File: config.mk
export PLATFORM = sky130hd
export DESIGN_NAME = cmdq_sched
export DESIGN_NICKNAME = d
export VERILOG_FILES = /design/src/rtl/cmdq_pkg.sv /design/src/rtl/cmdq_dpath.sv /design/src/rtl/cmdq_ctrl.sv /design/src/rtl/cmdq_sched.sv
export SDC_FILE = /design/constraint.sdc
export NUM_CORES = 1
export LEC_CHECK = 0
export ABC_CLOCK_PERIOD_IN_PS = 10900
export BUFFER_PORTS_ARGS = -buffer_cell sky130_fd_sc_hd__buf_4
export CAP_MARGIN = 20
export CORE_MARGIN = 4
export CORE_UTILIZATION = 68
export CTS_BUF_LIST = sky130_fd_sc_hd__clkbuf_8
export CTS_CLUSTER_DIAMETER = 40
export DETAILED_ROUTE_END_ITERATION = 8
export PLACE_DENSITY = 0.9
export SETUP_SLACK_MARGIN = 0.05
export SYNTH_ARGS = -nofsm -noshare
export SYNTH_HDL_FRONTEND = slang
export SYNTH_SLANG_ARGS = --single-unit
File: constraint.sdc
create_clock -name clk -period 10.9 [get_ports clk]
set_input_delay 2.18 -clock clk [delete_from_list [all_inputs] [get_ports clk]]
set_output_delay 2.18 -clock clk [all_outputs]
set_load 0.03 [all_outputs]
File: src/rtl/cmdq_pkg.sv
package cmdq_pkg;
  localparam int Q_DEPTH = 8;
  localparam int ID_W    = 4;
  localparam int ADDR_W  = 16;
  localparam int TMR_W   = 12;
  localparam int NUM_QOS = 2;

  typedef struct packed {
    logic [ID_W-1:0]   id;
    logic [ADDR_W-1:0] addr;
    logic              write;
    logic              chip;
  } cq_cmd_t;

  // strobes from control to datapath
  typedef struct packed {
    logic               alloc;
    logic [Q_DEPTH-1:0] allocSel;
    logic [Q_DEPTH-1:0] issueSel;
  } cq_strobe_t;
endpackage

File: src/rtl/cmdq_dpath.sv
module cmdq_dpath
  import cmdq_pkg::*;
(
  input  logic                      clk,
  input  logic                      rstN,
  input  cq_strobe_t                strobe,
  input  cq_cmd_t                   reqCmd,
  input  logic [TMR_W-1:0]          cfgDefault,
  input  logic [NUM_QOS-1:0]        cfgQosEn,
  input  logic [NUM_QOS*ID_W-1:0]   cfgQosId,
  input  logic [NUM_QOS*TMR_W-1:0]  cfgQosTimeout,
  output logic [Q_DEPTH-1:0]        expired,
  output logic [Q_DEPTH-1:0]        entryChip,
  output cq_cmd_t                   issCmd
);
  localparam logic [TMR_W-1:0] TMR_ONE = 1;

  cq_cmd_t          ent   [Q_DEPTH];
  logic [TMR_W-1:0] timer [Q_DEPTH];
  logic [TMR_W-1:0] loadVal;

  // lower slot index scanned last so it overrides
  always_comb begin
    loadVal = cfgDefault;
    if (!reqCmd.write) begin
      for (int q = NUM_QOS - 1; q >= 0; q--) begin
        if (cfgQosEn[q] && (cfgQosId[q*ID_W +: ID_W] == reqCmd.id))
          loadVal = cfgQosTimeout[q*TMR_W +: TMR_W];
      end
    end
  end

  for (genvar e = 0; e < Q_DEPTH; e++) begin : g_ent
    always_ff @(posedge clk or negedge rstN) begin
      if (!rstN) begin
        timer[e] <= '0;
        ent[e]   <= '0;
      end else if (strobe.alloc && strobe.allocSel[e]) begin
        timer[e] <= loadVal;
        ent[e]   <= reqCmd;
      end else if (timer[e] != '0) begin
        timer[e] <= timer[e] - TMR_ONE;
      end
    end

    assign expired[e]   = (timer[e] == '0);
    assign entryChip[e] = ent[e].chip;

    // one step per cycle while running
    p_timer_step_r4: assert property (@(posedge clk) disable iff (!rstN)
      (!(strobe.alloc && strobe.allocSel[e]) && timer[e] != '0)
      |=> timer[e] == $past(timer[e]) - TMR_ONE);
    // no wrap once expired
    p_timer_hold_r4: assert property (@(posedge clk) disable iff (!rstN)
      (!(strobe.alloc && strobe.allocSel[e]) && timer[e] == '0)
      |=> timer[e] == '0);
    // writes always take the default
    p_write_default_r3: assert property (@(posedge clk) disable iff (!rstN)
      (strobe.alloc && strobe.allocSel[e] && reqCmd.write)
      |=> timer[e] == $past(cfgDefault));
  end

  always_comb begin
    issCmd = '0;
    for (int e = 0; e < Q_DEPTH; e++)
      if (strobe.issueSel[e]) issCmd = ent[e];
  end
endmodule

File: src/rtl/cmdq_ctrl.sv
module cmdq_ctrl
  import cmdq_pkg::*;
(
  input  logic               clk,
  input  logic               rstN,
  input  logic               reqValid,
  input  logic               issReady,
  input  logic [Q_DEPTH-1:0] expired,
  input  logic [Q_DEPTH-1:0] entryChip,
  output cq_strobe_t         strobe,
  output logic               reqReady,
  output logic               issValid,
  output logic               chip0Empty,
  output logic               chip1Empty
);
  logic [Q_DEPTH-1:0] valid, freeSel, liveExp, cand, win;
  // older[a][b] = entry a arrived before entry b
  logic [Q_DEPTH-1:0][Q_DEPTH-1:0] older;
  logic issueFire;

  always_comb begin
    freeSel = '0;
    for (int k = Q_DEPTH - 1; k >= 0; k--) begin
      if (!valid[k]) begin
        freeSel    = '0;
        freeSel[k] = 1'b1;
      end
    end
  end

  assign liveExp = valid & expired;
  assign cand    = (|liveExp) ? liveExp : valid;

  always_comb begin
    for (int i = 0; i < Q_DEPTH; i++) begin
      win[i] = cand[i];
      for (int j = 0; j < Q_DEPTH; j++)
        if (cand[j] && older[j][i]) win[i] = 1'b0;
    end
  end

  assign reqReady  = ~(&valid);
  assign issValid  = |valid;
  assign issueFire = issValid & issReady;

  assign strobe.alloc    = reqValid & reqReady;
  assign strobe.allocSel = freeSel;
  assign strobe.issueSel = win;

  always_ff @(posedge clk or negedge rstN) begin
    if (!rstN) valid <= '0;
    else valid <= (valid & ~(issueFire ? win : '0)) | (strobe.alloc ? freeSel : '0);
  end

  always_ff @(posedge clk or negedge rstN) begin
    if (!rstN) begin
      older <= '0;
    end else if (strobe.alloc) begin
      for (int a = 0; a < Q_DEPTH; a++)
        for (int b = 0; b < Q_DEPTH; b++) begin
          if (freeSel[b])      older[a][b] <= valid[a] && (a != b);
          else if (freeSel[a]) older[a][b] <= 1'b0;
        end
    end
  end

  assign chip0Empty = ~(|(valid & ~entryChip));
  assign chip1Empty = ~(|(valid & entryChip));

  // a new request never lands on an occupied slot
  p_no_overflow_r2: assert property (@(posedge clk) disable iff (!rstN)
    strobe.alloc |-> (valid & freeSel) == '0);
  // exactly one entry offered when not empty
  p_single_winner_r6: assert property (@(posedge clk) disable iff (!rstN)
    issValid |-> $countones(win) == 1);
  // an expired entry is preferred when one exists
  p_expired_first_r5: assert property (@(posedge clk) disable iff (!rstN)
    (|liveExp) |-> (win & expired) != '0);
  // an accepted entry is present on the next cycle
  p_alloc_visible_r7: assert property (@(posedge clk) disable iff (!rstN)
    strobe.alloc |=> issValid);
  // empty queue reports both chips empty
  p_empty_flags_r8: assert property (@(posedge clk) disable iff (!rstN)
    (valid == '0) |-> (chip0Empty && chip1Empty));
endmodule

File: src/rtl/cmdq_sched.sv
module cmdq_sched
  import cmdq_pkg::*;
(
  input  logic                      clk,
  input  logic                      rstN,
  input  logic [TMR_W-1:0]          cfgDefaultTimeout,
  input  logic [NUM_QOS-1:0]        cfgQosEn,
  input  logic [NUM_QOS*ID_W-1:0]   cfgQosId,
  input  logic [NUM_QOS*TMR_W-1:0]  cfgQosTimeout,
  input  logic                      reqValid,
  output logic                      reqReady,
  input  logic [ID_W-1:0]           reqId,
  input  logic [ADDR_W-1:0]         reqAddr,
  input  logic                      reqWrite,
  input  logic                      reqChip,
  output logic                      issValid,
  input  logic                      issReady,
  output logic [ID_W-1:0]           issId,
  output logic [ADDR_W-1:0]         issAddr,
  output logic                      issWrite,
  output logic                      issChip,
  output logic                      chip0Empty,
  output logic                      chip1Empty
);
  cq_strobe_t         strobe;
  cq_cmd_t            reqCmd, issCmd;
  logic [Q_DEPTH-1:0] expired, entryChip;

  assign reqCmd.id    = reqId;
  assign reqCmd.addr  = reqAddr;
  assign reqCmd.write = reqWrite;
  assign reqCmd.chip  = reqChip;

  cmdq_ctrl u_ctrl (
    .clk(clk), .rstN(rstN), .reqValid(reqValid), .issReady(issReady),
    .expired(expired), .entryChip(entryChip), .strobe(strobe),
    .reqReady(reqReady), .issValid(issValid),
    .chip0Empty(chip0Empty), .chip1Empty(chip1Empty)
  );

  cmdq_dpath u_dpath (
    .clk(clk), .rstN(rstN), .strobe(strobe), .reqCmd(reqCmd),
    .cfgDefault(cfgDefaultTimeout), .cfgQosEn(cfgQosEn), .cfgQosId(cfgQosId),
    .cfgQosTimeout(cfgQosTimeout), .expired(expired), .entryChip(entryChip),
    .issCmd(issCmd)
  );

  assign issId    = issCmd.id;
  assign issAddr  = issCmd.addr;
  assign issWrite = issCmd.write;
  assign issChip  = issCmd.chip;
endmodule

==> flow_metrics.py <==
metrics = {
    "timing": {
        "period_share_pct": 71.31,
        "period_needed_ns": 7.773,
        "tns_ns": 0,
        "hold_violations": 0,
        "tightest_slew_ns": 1.227,
        "fmax_mhz": 128.7,
        "skew_ns": 0.03866,
        "slew_viol_final": 0,
        "setup_viol": 0,
        "setup_ws_ns": 3.127,
        "rsz0062_at_grt": "no",
        "slew_headroom_pct": 18.18,
    },
    "routing": {
        "routed_wl_mm": 49.85,
        "routed_wire_length_per_instance_um": 22.95,
        "vias": 14863,
        "firstDrtPassIters": 7,
        "via_per_inst": 6.843,
        "drc": 0,
        "ant_nets": 0,
        "drt_iter0_drc": 2360,
    },
    "clock_tree": {
        "cts-root-buf": "clkbuf_8",
        "clk_latency_ns": 0.61,
        "ctsHoldBuffers": 0,
        "cts.sinks": 336,
        "cts_tree": "yes",
        "numCtsBuffers": 54,
        "htreeDepth": 2,
        "postCtsSetupBuffers": 0,
        "cts_buffer_depth": 3,
        "cts_resized": 0,
        "clk_pin_slew_worst_paths_ns": 0.06,
    },
    "finish": {
        "antennaDiodeCount": 0,
        "drive_gt1_share_pct": 18.89,
        "final_net_count": 1900,
        "finish.utilization_pct": 78.60,
        "area_growth_pct": 13.57,
        "stdcell_count": 2172,
    },
    "power": {
        "ir_drop_uv": 303.3,
        "p_leak_nw": 8.872,
        "finalPower_w": 0.006422,
        "powerDensity_nw_per_um2": 335.9,
    },
    "placed_design": {
        "portBuffers": 97,
        "dpl.hpwl_mm": 31.08,
        "place_congestion": 0.9239,
        "dp.cells": 2077,
        "preCtsSetupSlack_ns": 3.860,
    },
    "run": {
        "max_cap_violations": 0,
    },
    "floorplan": {
        "die_h_um": 165.3,
        "fp-row-count": 57,
        "start_util_pct": 69.21,
        "die_w_um": 165.3,
        "fp.coreArea_um2": 24320,
        "boundaryPins": 98,
        "die-area_um2": 27330,
    },
    "logic_synthesis": {
        "synthesis.area_um2": 16830,
        "synth_compound_area_share_pct": 15.48,
        "synth_cells": 1734,
        "synth_seq_cells": 336,
        "yosysWarnings": 0,
        "synthMuxAreaShare_pct": 7.597,
        "synth_simple_gate_area_share_pct": 17.78,
        "synth_common_cells": "dfrtp_1, nand2_1, nor2_1, mux2_2, a21oi_1",
        "ys_seq_area_share_pct": 49.95,
        "syn_nets": 1822,
        "synth_xor_xnor_area_share_pct": 4.735,
        "synth_top_cell_by_area": "dfrtp_1",
        "post-synth-top-area-fraction_pct": 49.95,
        "avgSynthCellArea_um2": 9.707,
        "synth_fa_ha_area_share_pct": 1.189,
        "synthTopCellsByArea": "dfrtp_1, mux2_2, nand2_1, a21oi_1, xor2_1",
        "ys_async_sr_fraction_pct": 100.0,
        "ys_types": 69,
        "synth_edf_count": 0,
        "ys.flop_type": "dfrtp_1",
        "synth_top_family_by_area": "simple AND/OR/NAND/NOR gates",
        "synth_most_common_cell": "dfrtp_1",
    },
    "setup_path": {
        "cp_slowest_cell": "nand2_1",
        "crit_path_end_kind": "output port",
        "path_class": "flip-flop to output port",
        "critical_path_peak_fanout": 22,
        "crit_path_cell_trace": "inv_1 > ha_1 > nor4b_1 > nand4_1 > o2111ai_1 > o22ai_1 > a22oi_1 > nand4_1 > buf_4 > nand2_1 > o22ai_1 > a31oi_1 > buf_4",
        "crit-reg2reg-launch": "u_dpath.timer[24]",
        "required_ns": 8.72,
        "r2r_slack_ns": 6.89,
        "cp_data_arrival_time_ns": 5.59,
        "r2r_end": "u_ctrl.valid[4]",
        "start_kind": "flip-flop",
        "rr_worst_depth": 10,
        "max_stage_delay_ns": 0.78,
    },
    "outcome": {
        "outcome": "finished clean",
    },
    "grt": {
        "grt_pass1_wl_mm": 77.96,
        "grt_usage_pct": 36.16,
        "grt-ovfl-total": 0,
        "grt_pass1_vias": 14864,
        "grt_start_max_net_pins": 149,
        "antenna_found_initial": 0,
    },
    "hold_path": {
        "hold_end": "u_dpath.ent[147]",
        "holdPathStages": 2,
        "min_from": "u_dpath.ent[147]",
        "hp-class": "flip-flop to flip-flop",
    },
}
-- layer usage --
layer | track usage, % | share of wire (%)
met5 | 0 | 0
met4 | 19.50 | 5.6
met3 | 6.850 | 11
met2 | 57.70 | 47
met1 | 47.21 | 37
-- power breakdown --
part / switching (W) / internal, W / total (W)
combinational: 0.00174 / 0.00117 / 0.00290
clock: 0.000506 / 0.000704 / 0.00121
sequential: 0.000508 / 0.00180 / 0.00231
-- sequential cells by signal, summed over array words and instances, names as in the netlist --
register / count
u_dpath.timer: 96
u_ctrl.older: 56
u_dpath.ent: 168
u_ctrl.valid: 8
u_dpath.entryChip: 8
-- metrics by stage --
stage,hold slack [ns],area [µm²]
floorplan,0.4407,16830
global placement,0.4530,17810
detailed placement,0.4571,17880
CTS,0.4719,19080
global route,0.4974,19120
finish,0.4723,19120
-- placed cells by master, fill, tap and decap left out, types with 24 or more instances in the layout --
master    Yosys  routed
nand3_1      65      61
nor2_1      118     115
mux2_2      110     110
clkbuf_8      0      65
nand2_1     317     317
buf_4         0     121
dfrtp_1     336     336
o22ai_1      63      63
xnor2_1      39      39
a21oi_1      94      94
nor3_1       32      30
xor2_1       52      52
a31oi_1      25      25
o21ai_0      63      63
a21boi_0     24      24
inv_1        34      50
-- final cells by class --
| type | count | area (µm²) |
|---|---|---|
| tap | 324 | 405.4 |
| fill | 1514 | 5204 |
| clock buffer | 65 | 894.6 |
| inverter | 35 | 131.4 |
| multi-input combinational | 1257 | 7925 |
| clock inverter | 27 | 302.8 |
| timing repair buffer | 128 | 1049 |
| sequential | 336 | 8408 |
-- worst max-delay path, delay by kind of cell (launching register included) --
family                     cells  cell delay (ns)
DFF                            1             0.41
AOI/OAI and AO/OA              5             1.45
adders and majority gates      1             0.14
buffers and inverters          3             0.80
and+or+nand+nor                4             2.18
-- worst max-delay path by stage --
stage / slack (ns) / depth (start not counted) / startpoint / endpoint
after global routing: 3.05 / 9 / u_dpath.timer[54] / issAddr[0]
after detailed placement: 3.86 / 13 / u_dpath.timer[24] / issId[3]
final: 3.13 / 13 / u_dpath.timer[24] / issAddr[9]
after CTS: 3.15 / 13 / u_dpath.timer[24] / issId[3]
after global placement: 3.98 / 11 / u_dpath.timer[17] / issChip
after floorplan: 5.45 / 14 / u_dpath.timer[12] / issId[2]
-- kinds of logic (layout without fill, tap and decap cells) --
group	count (synthesis)	after routing
AND/OR/NAND/NOR	640	640
adder cells (fa/ha/maj)	16	16
flip-flops	336	336
AO/OA/AOI/OAI	396	396
multiplexers	114	114
XOR/XNOR	91	91
buffers and inverters	141	255
Note: power is estimated with default switching activity, not from simulation.
